[config.mk]
export PLATFORM = sky130hd
export DESIGN_NAME = bwsd_scope_dispatch
export DESIGN_NICKNAME = d
export VERILOG_FILES = /design/src/rtl/bwsd_pkg.sv /design/src/rtl/bwsd_classify.sv /design/src/rtl/bwsd_stage_buf.sv /design/src/rtl/bwsd_scope_dispatch.sv
export SDC_FILE = /design/constraint.sdc
export NUM_CORES = 1
export LEC_CHECK = 0
export BUFFER_PORTS_ARGS = -buffer_cell sky130_fd_sc_hd__buf_2
export CAP_MARGIN = 25
export CORE_MARGIN = 2
export CORE_UTILIZATION = 55
export CTS_CLUSTER_DIAMETER = 200
export CTS_CLUSTER_SIZE = 8
export DETAILED_ROUTE_END_ITERATION = 10
export PLACE_DENSITY = 0.8
export SETUP_SLACK_MARGIN = 0.15
export SLEW_MARGIN = 20
export SYNTH_ARGS = -nofsm -noshare
export SYNTH_HDL_FRONTEND = slang
export SYNTH_SLANG_ARGS = --single-unit
[constraint.sdc]
create_clock -name clk -period 2.6 [get_ports clk]
set_clock_uncertainty 0.15 [all_clocks]
set_input_delay 0.52 -clock clk [delete_from_list [all_inputs] [get_ports clk]]
set_output_delay 0.52 -clock clk [all_outputs]
set_load 0.05 [all_outputs]
[src/rtl/bwsd_pkg.sv]
package bwsd_pkg;

   typedef enum logic [1:0] {
      OP_AND = 2'd0,
      OP_OR  = 2'd1,
      OP_XOR = 2'd2,
      OP_INV = 2'd3
   } bw_op_e;

   typedef enum logic [1:0] {
      SCOPE_ARRAY    = 2'd0,
      SCOPE_SUBARRAY = 2'd1,
      SCOPE_BANK     = 2'd2,
      SCOPE_NONE     = 2'd3
   } scope_e;

   typedef enum logic [2:0] {
      ST_IDLE,
      ST_SENSE,
      ST_CAPT,
      ST_FETCH_A,
      ST_FETCH_B,
      ST_MERGE,
      ST_WRITE
   } seq_e;

endpackage

[src/rtl/bwsd_classify.sv]
module bwsd_classify
   import bwsd_pkg::*;
#(
   parameter int CHIP_W = 1,
   parameter int BANK_W = 2,
   parameter int SUB_W  = 2,
   parameter int ROW_W  = 3,
   localparam int ADDR_W = CHIP_W + BANK_W + SUB_W + ROW_W
) (
   input  logic [1:0]        op,
   input  logic [ADDR_W-1:0] src_a,
   input  logic [ADDR_W-1:0] src_b,
   output logic [1:0]        scope
);
   localparam int SUB_LO  = ROW_W;
   localparam int BANK_LO = ROW_W + SUB_W;
   localparam int CHIP_LO = ROW_W + SUB_W + BANK_W;

   logic same_chip, same_bank, same_sub, same_row_all;

   assign same_chip    = src_a[ADDR_W-1:CHIP_LO] == src_b[ADDR_W-1:CHIP_LO];
   assign same_bank    = src_a[CHIP_LO-1:BANK_LO] == src_b[CHIP_LO-1:BANK_LO];
   assign same_sub     = src_a[BANK_LO-1:SUB_LO] == src_b[BANK_LO-1:SUB_LO];
   assign same_row_all = src_a == src_b;

   always_comb begin
      if (op == OP_INV)             scope = SCOPE_ARRAY;
      else if (!same_chip)          scope = SCOPE_NONE;
      else if (same_row_all)        scope = SCOPE_NONE;
      else if (!same_bank)          scope = SCOPE_BANK;
      else if (!same_sub)           scope = SCOPE_SUBARRAY;
      else                          scope = SCOPE_ARRAY;
   end
endmodule

[src/rtl/bwsd_stage_buf.sv]
module bwsd_stage_buf
   import bwsd_pkg::*;
#(
   parameter int DATA_W = 16
) (
   input  logic              clk,
   input  logic              rst_n,
   input  logic              load,
   input  logic              merge,
   input  logic [1:0]        op,
   input  logic [DATA_W-1:0] bus_in,
   output logic [DATA_W-1:0] q
);
   logic [DATA_W-1:0] gate_out;

   always_comb begin
      case (op)
         OP_AND:  gate_out = q & bus_in;
         OP_OR:   gate_out = q | bus_in;
         OP_XOR:  gate_out = q ^ bus_in;
         default: gate_out = ~q;
      endcase
   end

   always_ff @(posedge clk or negedge rst_n) begin
      if (!rst_n)     q <= '0;
      else if (load)  q <= bus_in;
      else if (merge) q <= gate_out;
   end
endmodule

[src/rtl/bwsd_scope_dispatch.sv]
module bwsd_scope_dispatch
   import bwsd_pkg::*;
#(
   parameter int CHIP_W = 1,
   parameter int BANK_W = 2,
   parameter int SUB_W  = 2,
   parameter int ROW_W  = 3,
   parameter int DATA_W = 16,
   localparam int ADDR_W = CHIP_W + BANK_W + SUB_W + ROW_W
) (
   input  logic              clk,
   input  logic              rst_n,
   input  logic              mode_wr,
   input  logic [1:0]        mode_op,
   input  logic              req_valid,
   input  logic [ADDR_W-1:0] req_src_a,
   input  logic [ADDR_W-1:0] req_src_b,
   input  logic [ADDR_W-1:0] req_dst,
   output logic              busy,
   output logic              done,
   output logic              err,
   output logic [1:0]        scope,
   output logic              sense_en,
   output logic [1:0]        sense_op,
   output logic [ADDR_W-1:0] sense_row_a,
   output logic [ADDR_W-1:0] sense_row_b,
   input  logic [DATA_W-1:0] sense_data,
   output logic              rd_en,
   output logic [ADDR_W-1:0] rd_addr,
   input  logic [DATA_W-1:0] rd_data,
   output logic              wr_en,
   output logic [ADDR_W-1:0] wr_addr,
   output logic [DATA_W-1:0] wr_data
);
   localparam int NUM_BUF = 2;

   if (CHIP_W < 1 || BANK_W < 1 || SUB_W < 1 || ROW_W < 1) begin : g_bad_addr
      $error("bwsd_scope_dispatch: every address field needs at least one bit");
   end
   if (DATA_W < 1) begin : g_bad_data
      $error("bwsd_scope_dispatch: DATA_W must be positive");
   end

   seq_e              state;
   bw_op_e            mode_q, op_q;
   logic [1:0]        scope_q;
   logic [1:0]        cls;
   logic [ADDR_W-1:0] a_q, b_q, d_q;
   logic [DATA_W-1:0] res_q;
   logic              err_q;
   logic [DATA_W-1:0] buf_q [NUM_BUF];

   bwsd_classify #(
      .CHIP_W(CHIP_W), .BANK_W(BANK_W), .SUB_W(SUB_W), .ROW_W(ROW_W)
   ) u_classify (
      .op   (mode_q),
      .src_a(req_src_a),
      .src_b(req_src_b),
      .scope(cls)
   );

   always_ff @(posedge clk or negedge rst_n) begin
      if (!rst_n) begin
         state   <= ST_IDLE;
         mode_q  <= OP_AND;
         op_q    <= OP_AND;
         scope_q <= SCOPE_ARRAY;
         a_q     <= '0;
         b_q     <= '0;
         d_q     <= '0;
         res_q   <= '0;
         err_q   <= 1'b0;
      end else begin
         err_q <= 1'b0;
         if (mode_wr) mode_q <= bw_op_e'(mode_op);
         case (state)
            ST_IDLE: begin
               if (req_valid) begin
                  if (cls == SCOPE_NONE) begin
                     err_q <= 1'b1;
                  end else begin
                     op_q    <= mode_q;
                     scope_q <= cls;
                     a_q     <= req_src_a;
                     b_q     <= req_src_b;
                     d_q     <= req_dst;
                     state   <= (cls == SCOPE_ARRAY) ? ST_SENSE : ST_FETCH_A;
                  end
               end
            end
            ST_SENSE:   state <= ST_CAPT;
            ST_CAPT: begin
               res_q <= sense_data;
               state <= ST_WRITE;
            end
            ST_FETCH_A: state <= ST_FETCH_B;
            ST_FETCH_B: state <= ST_MERGE;
            ST_MERGE:   state <= ST_WRITE;
            default:    state <= ST_IDLE;
         endcase
      end
   end

   for (genvar g = 0; g < NUM_BUF; g++) begin : g_buf
      logic sel;
      assign sel = scope_q == 2'(g + 1);
      bwsd_stage_buf #(.DATA_W(DATA_W)) u_buf (
         .clk   (clk),
         .rst_n (rst_n),
         .load  (sel && state == ST_FETCH_B),
         .merge (sel && state == ST_MERGE),
         .op    (op_q),
         .bus_in(rd_data),
         .q     (buf_q[g])
      );
   end

   assign busy        = state != ST_IDLE;
   assign done        = state == ST_WRITE;
   assign err         = err_q;
   assign scope       = scope_q;
   assign sense_en    = state == ST_SENSE;
   assign sense_op    = op_q;
   assign sense_row_a = a_q;
   assign sense_row_b = (op_q == OP_INV) ? a_q : b_q;
   assign rd_en       = (state == ST_FETCH_A) || (state == ST_FETCH_B);
   assign rd_addr     = (state == ST_FETCH_A) ? a_q : b_q;
   assign wr_en       = state == ST_WRITE;
   assign wr_addr     = d_q;
   assign wr_data     = (scope_q == SCOPE_ARRAY) ? res_q
                      : (scope_q == SCOPE_BANK)  ? buf_q[1] : buf_q[0];
endmodule

# Yosys cells after proc, flatten, opt, wreduce, memory -nomap -nowiden
# Cells that the tools add are included.
# word_totals
register_bits	82
in_bits	62
out_inout_bits	58
elab_cells	76
# op_classes
n_eq_ne	19
muxes	22
bitwise	9
n_reduce_logical	15
# op_table
cell	count
16-bit 2-to-1 mux	6
16-bit case mux with 3 select lines	2
16-bit bitwise AND	2
16-bit NOT	2
16-bit bitwise OR	2
16-bit bitwise XOR	2
8-bit 2-to-1 mux	2
3-bit case mux with 5 select lines	1
2-bit equality test, second input constant	5
2-bit 2-to-1 mux	5
3-bit equality test, second input constant	3
8-bit equality test	1
3-bit by 2-bit equality test with 1-bit output, second input constant	2
2-bit logical NOT	3
3-bit 2-to-1 mux	2
2-bit by 1-bit equality test with 1-bit output, second input constant	2
2-bit equality test	2
1-bit logical AND	4
1-bit 2-to-1 mux	4
2-bit inequality test, second input constant	2
2-bit nonzero test	2
3-bit by 1-bit equality test with 1-bit output, second input constant	1
3-bit logical NOT	1
3-bit AND reduction	1
6 further kinds	6

# Logic depth before layout (Yosys ltp)
# logic_depth
word_depth	11
ltp_mapped	7

# By module
# Synthesis repeated with hierarchy kept, for this count alone.
# unflattened
cells_unflattened	590
area_unflattened_um2	6322.3
# modules_own_cells
mod	instances	cells_per_inst	area_per_inst_um2
bwsd_stage_buf	2	185	1786.7
bwsd_scope_dispatch	1	204	2620.0
bwsd_classify	1	16	128.9

# Least setup slack after synthesis
# OpenSTA, ideal clock, no wires.
# synth_path
path_kind	flip-flop to output port
start	reg scope_q[1] (netlist: scope[1])
end	out wr_data[10]
arrival_time_ns	2.463
required_time_ns	1.930
slack_ns	-0.533
stages_incl_launch_ff	5
n_path_buf	2
path_cell_list	dfrtp_1 -> buf_2 -> buf_2 -> mux2i_1 -> o21ai_0
# synth_via
elab_chain_len	3
elab_cells_between_ends	4
cone_classes	eq/ne: 1; mux: 2; reduce/logical: 1
# synth_lines
element	line	rtl
start: declaration	bwsd_scope_dispatch.sv:46	logic [1:0] scope_q;
start signal: assignment	bwsd_scope_dispatch.sv:83	scope_q <= cls;
2-bit equality test	bwsd_scope_dispatch.sv:131	: (scope_q == SCOPE_BANK) ? buf_q[1] : buf_q[0];
16-bit 2-to-1 mux	bwsd_scope_dispatch.sv:131	
16-bit 2-to-1 mux (*)	bwsd_scope_dispatch.sv:130	assign wr_data = (scope_q == SCOPE_ARRAY) ? res_q
end: declaration	bwsd_scope_dispatch.sv:33	output logic [DATA_W-1:0] wr_data
# Mark *: on every way between the ends. The rest lies on a longest branch, timed or not.

# Final worst setup path
# layout_path
start	reg state[2]
end	out rd_addr[6]
# layout_via
elab_chain_len	2
# layout_lines
element	line	rtl
start: declaration	bwsd_scope_dispatch.sv:44	seq_e state;
start signal: assignment	bwsd_scope_dispatch.sv:87	state <= (cls == SCOPE_ARRAY) ? ST_SENSE : ST_FETCH_A;
3-bit by 2-bit equality test with 1-bit output	bwsd_scope_dispatch.sv:127	assign rd_addr = (state == ST_FETCH_A) ? a_q : b_q;
8-bit 2-to-1 mux	bwsd_scope_dispatch.sv:127	
end: declaration	bwsd_scope_dispatch.sv:29	output logic [ADDR_W-1:0] rd_addr,
# No other way between the ends.

==> results_dict.tcl <==
set metrics [dict create \
    grt-ovfl-total 0 \
    synth_cell_type_count 41 \
    yosys-mux-area-fraction_pct 26.41 \
    detail_route.wl_per_cell_um 17.55 \
    worst_pin_slew_ps 676.0 \
    drt_iter0_drc 280 \
    yosys_warnings 0 \
    port_buffers 119 \
    grt_max_degree 48 \
    fin_crit_sh_pct 92.25 \
    critPathLaunch "state[2]$_DFFE_PN0P_" \
    cts_sinks 82 \
    grt_pass1_vias 4882 \
    dp_slack_ps 244.1 \
    first_pass_iters 4 \
    outcome "finished, final reports clean" \
    antenna_left 0 \
    worstPathArrival_ps 1730 \
    synthTopCellsByCount "82 x dfrtp_1, 82 x inv_1, 64 x ha_1" \
    slew_headroom_pct 54.94 \
    dp_hpwl_mm 9.918 \
    io_pins 120 \
    syn-num-nets 668 \
    synthSimpleGateAreaFrac_pct 6.135 \
    netlist_top_cells_area "dfrtp_1 35%, ha_1 14%, mux4_2 12%" \
    synth-seq-cells 82 \
    fin_ws_ps 201.6 \
    die_h_um 107.5 \
    setup_viol 0 \
    multi_input_area_um2 3400 \
    synth_compound_area_share_pct 9.021 \
    dieWidth_um 107.5 \
    slew_violations 0 \
    crit_type "reg -> out" \
    htreeDepth 3 \
    grt_pass1_wl_mm 23.35 \
    start_util_pct 56.84 \
    fillers 809 \
    fmax_mhz 416.9 \
    rrSetupSlack_ps 480 \
    synth_top_area_share_pct 34.81 \
    finalCriticalPeriod_ps 2398 \
    layout-drive-gt1-share_pct 40.78 \
    wl_mm 14.09 \
    critPathLaunchType "register" \
    via_per_inst 5.638 \
    antenna_found_initial 1 \
    cts_buffer_depth 2 \
    synth_largest_area_cell "dfrtp_1" \
    reg2reg_from "state[1]$_DFFE_PN0P_" \
    syn2layout_area_growth_pct 17.72 \
    worst_hold_slack_ps 31.76 \
    maxCapViolCount 0 \
    r2r_cells 6 \
    synth_ff_type "dfrtp_1" \
    crit_path_max_fanout 10 \
    die-area_um2 11560 \
    rsz0062_at_grt "yes" \
    core_um2 10370 \
    ctsRootBufferMaster "clkbuf_8" \
    endpoint_kind "output port" \
    row_count 37 \
    postSynthCellCount 542 \
    synth_area_um2 5894 \
    hold_viol 0 \
    crit_required_ps 1930 \
    fin_nets 788 \
    ff_latch_area_um2 2058 \
    final.setup.tns_ps 0 \
    hp-class "in -> async" \
    synth_area_per_cell_um2 10.88 \
    gp_congestion 0.8197 \
    synth-xor-area-share_pct 1.486 \
    insertion_delay_ps 370 \
    placed_cells 781 \
    cts_buffers 9 \
    antennaDiodeCount 0 \
    drc_errors 0 \
    tritoncts "built" \
    instances_no_fill 803 \
    synthAdderAreaFrac_pct 13.59 \
    synthArstFlopShare_pct 100.0 \
    track_usage_pct 25.94 \
    synth_edf_count 0 \
    clk_pin_slew_worst_paths_ps 90 \
    synth_top_family_by_area "multiplexers" \
    r2r_end "g_buf[0].u_buf.q[1]$_DFFE_PN0P_" \
    vias 4527 \
    ys_seq_area_share_pct 34.81 \
]
[area by class of cell]
| cell class | count | area share (%) |
|---|---|---|
| multi-input combinational | 345 | 48.99 |
| sequential | 82 | 29.66 |
| timing repair buffer | 142 | 11.47 |
| inverter | 82 | 4.436 |
| clock buffer | 14 | 2.488 |
| tap | 136 | 2.452 |
| clock inverter | 2 | 0.5049 |
[timing repair]
action                                  CTS  global route
gates cloned                              0             0
pin swaps                                 0             0
gates resized for setup                   3             1
hold buffers                              0             0
buffers inserted                          2             4
endpoints found under the setup margin   21            10
[logic make-up (layout without fill, tap and decap cells)]
kind of cell,after synthesis,count (layout)
xor gates and xnor gates,10,10
muxes,108,108
adders and majority gates,64,64
AOI/OAI and AO/OA,90,90
buffers and inverters,115,240
and+or+nand+nor,73,73
DFF,82,82
[placed cells by master (no fill, tap or decap), types with 2 or more instances in the layout]
cell      count
buf_2       118
nand2_1      52
clkbuf_8     12
o21ai_2      10
buf_12        2
o21ai_0      19
clkbuf_1      2
nor2_1        2
nand3b_1      2
nor2b_1       2
o22ai_1      32
mux2i_1      16
xnor2_1       8
dfrtp_2       5
nand4_1       2
xor2_1        2
mux2_4        3
inv_1        82
buf_4        22
dfrtp_1      77
o21ai_1      19
mux4_2       32
nand3_1       3
mux2_2       57
ha_1         64
[stage by stage]
| stage | area, µm² | util, % |
|---|---|---|
| 2_1_floorplan | 5966 | - |
| 3_3_place_gp | 6680 | 64.42 |
| 3_5_place_dp | 6680 | 64.42 |
| 4_1_cts | 6908 | 66.61 |
| 5_1_grt | 6939 | 66.92 |
| 6_report | 6939 | 66.92 |
[worst max-delay path, cell delays in order (launching register included)]
cell and delay (ps):
dfrtp_2 480, nand3b_1 210, buf_4 190, mux2_2 270, buf_2 210
[routing by layer]
metal / part of all wire (%) / vias up / routed length (µm) / global-route usage (%)
met5: 0.092 / - / 13 / 0
met4: 1.2 / 2 / 176 / 8.333
met3: 6.4 / 21 / 905 / 7.324
met2: 52 / 151 / 7259 / 44.12
met1: 41 / 2229 / 5734 / 31.90
li1: - / 2124 / - / -
[state kept, by name (all words and copies together), names as in the netlist, 2 cells and up]
| signal | flops |
|---|---|
| b_q | 8 |
| sense_op | 2 |
| wr_addr | 8 |
| res_q | 16 |
| scope | 2 |
| mode_q | 2 |
| sense_row_a | 8 |
| g_buf.u_buf.q | 32 |
| state | 3 |
[worst max path at each step]
stage	to	cells after the start
global route	rd_addr[6]	4
CTS	rd_addr[0]	4
floorplan	wr_data[15]	4
detailed placement	wr_addr[5]$_DFFE_PN0P_	6
finish	rd_addr[6]	4
global placement	b_q[2]$_DFFE_PN0P_	6
Power is left out: the tool's default activity adds up to more than one toggle a clock period on the data nets, which glitch-free logic cannot reach.
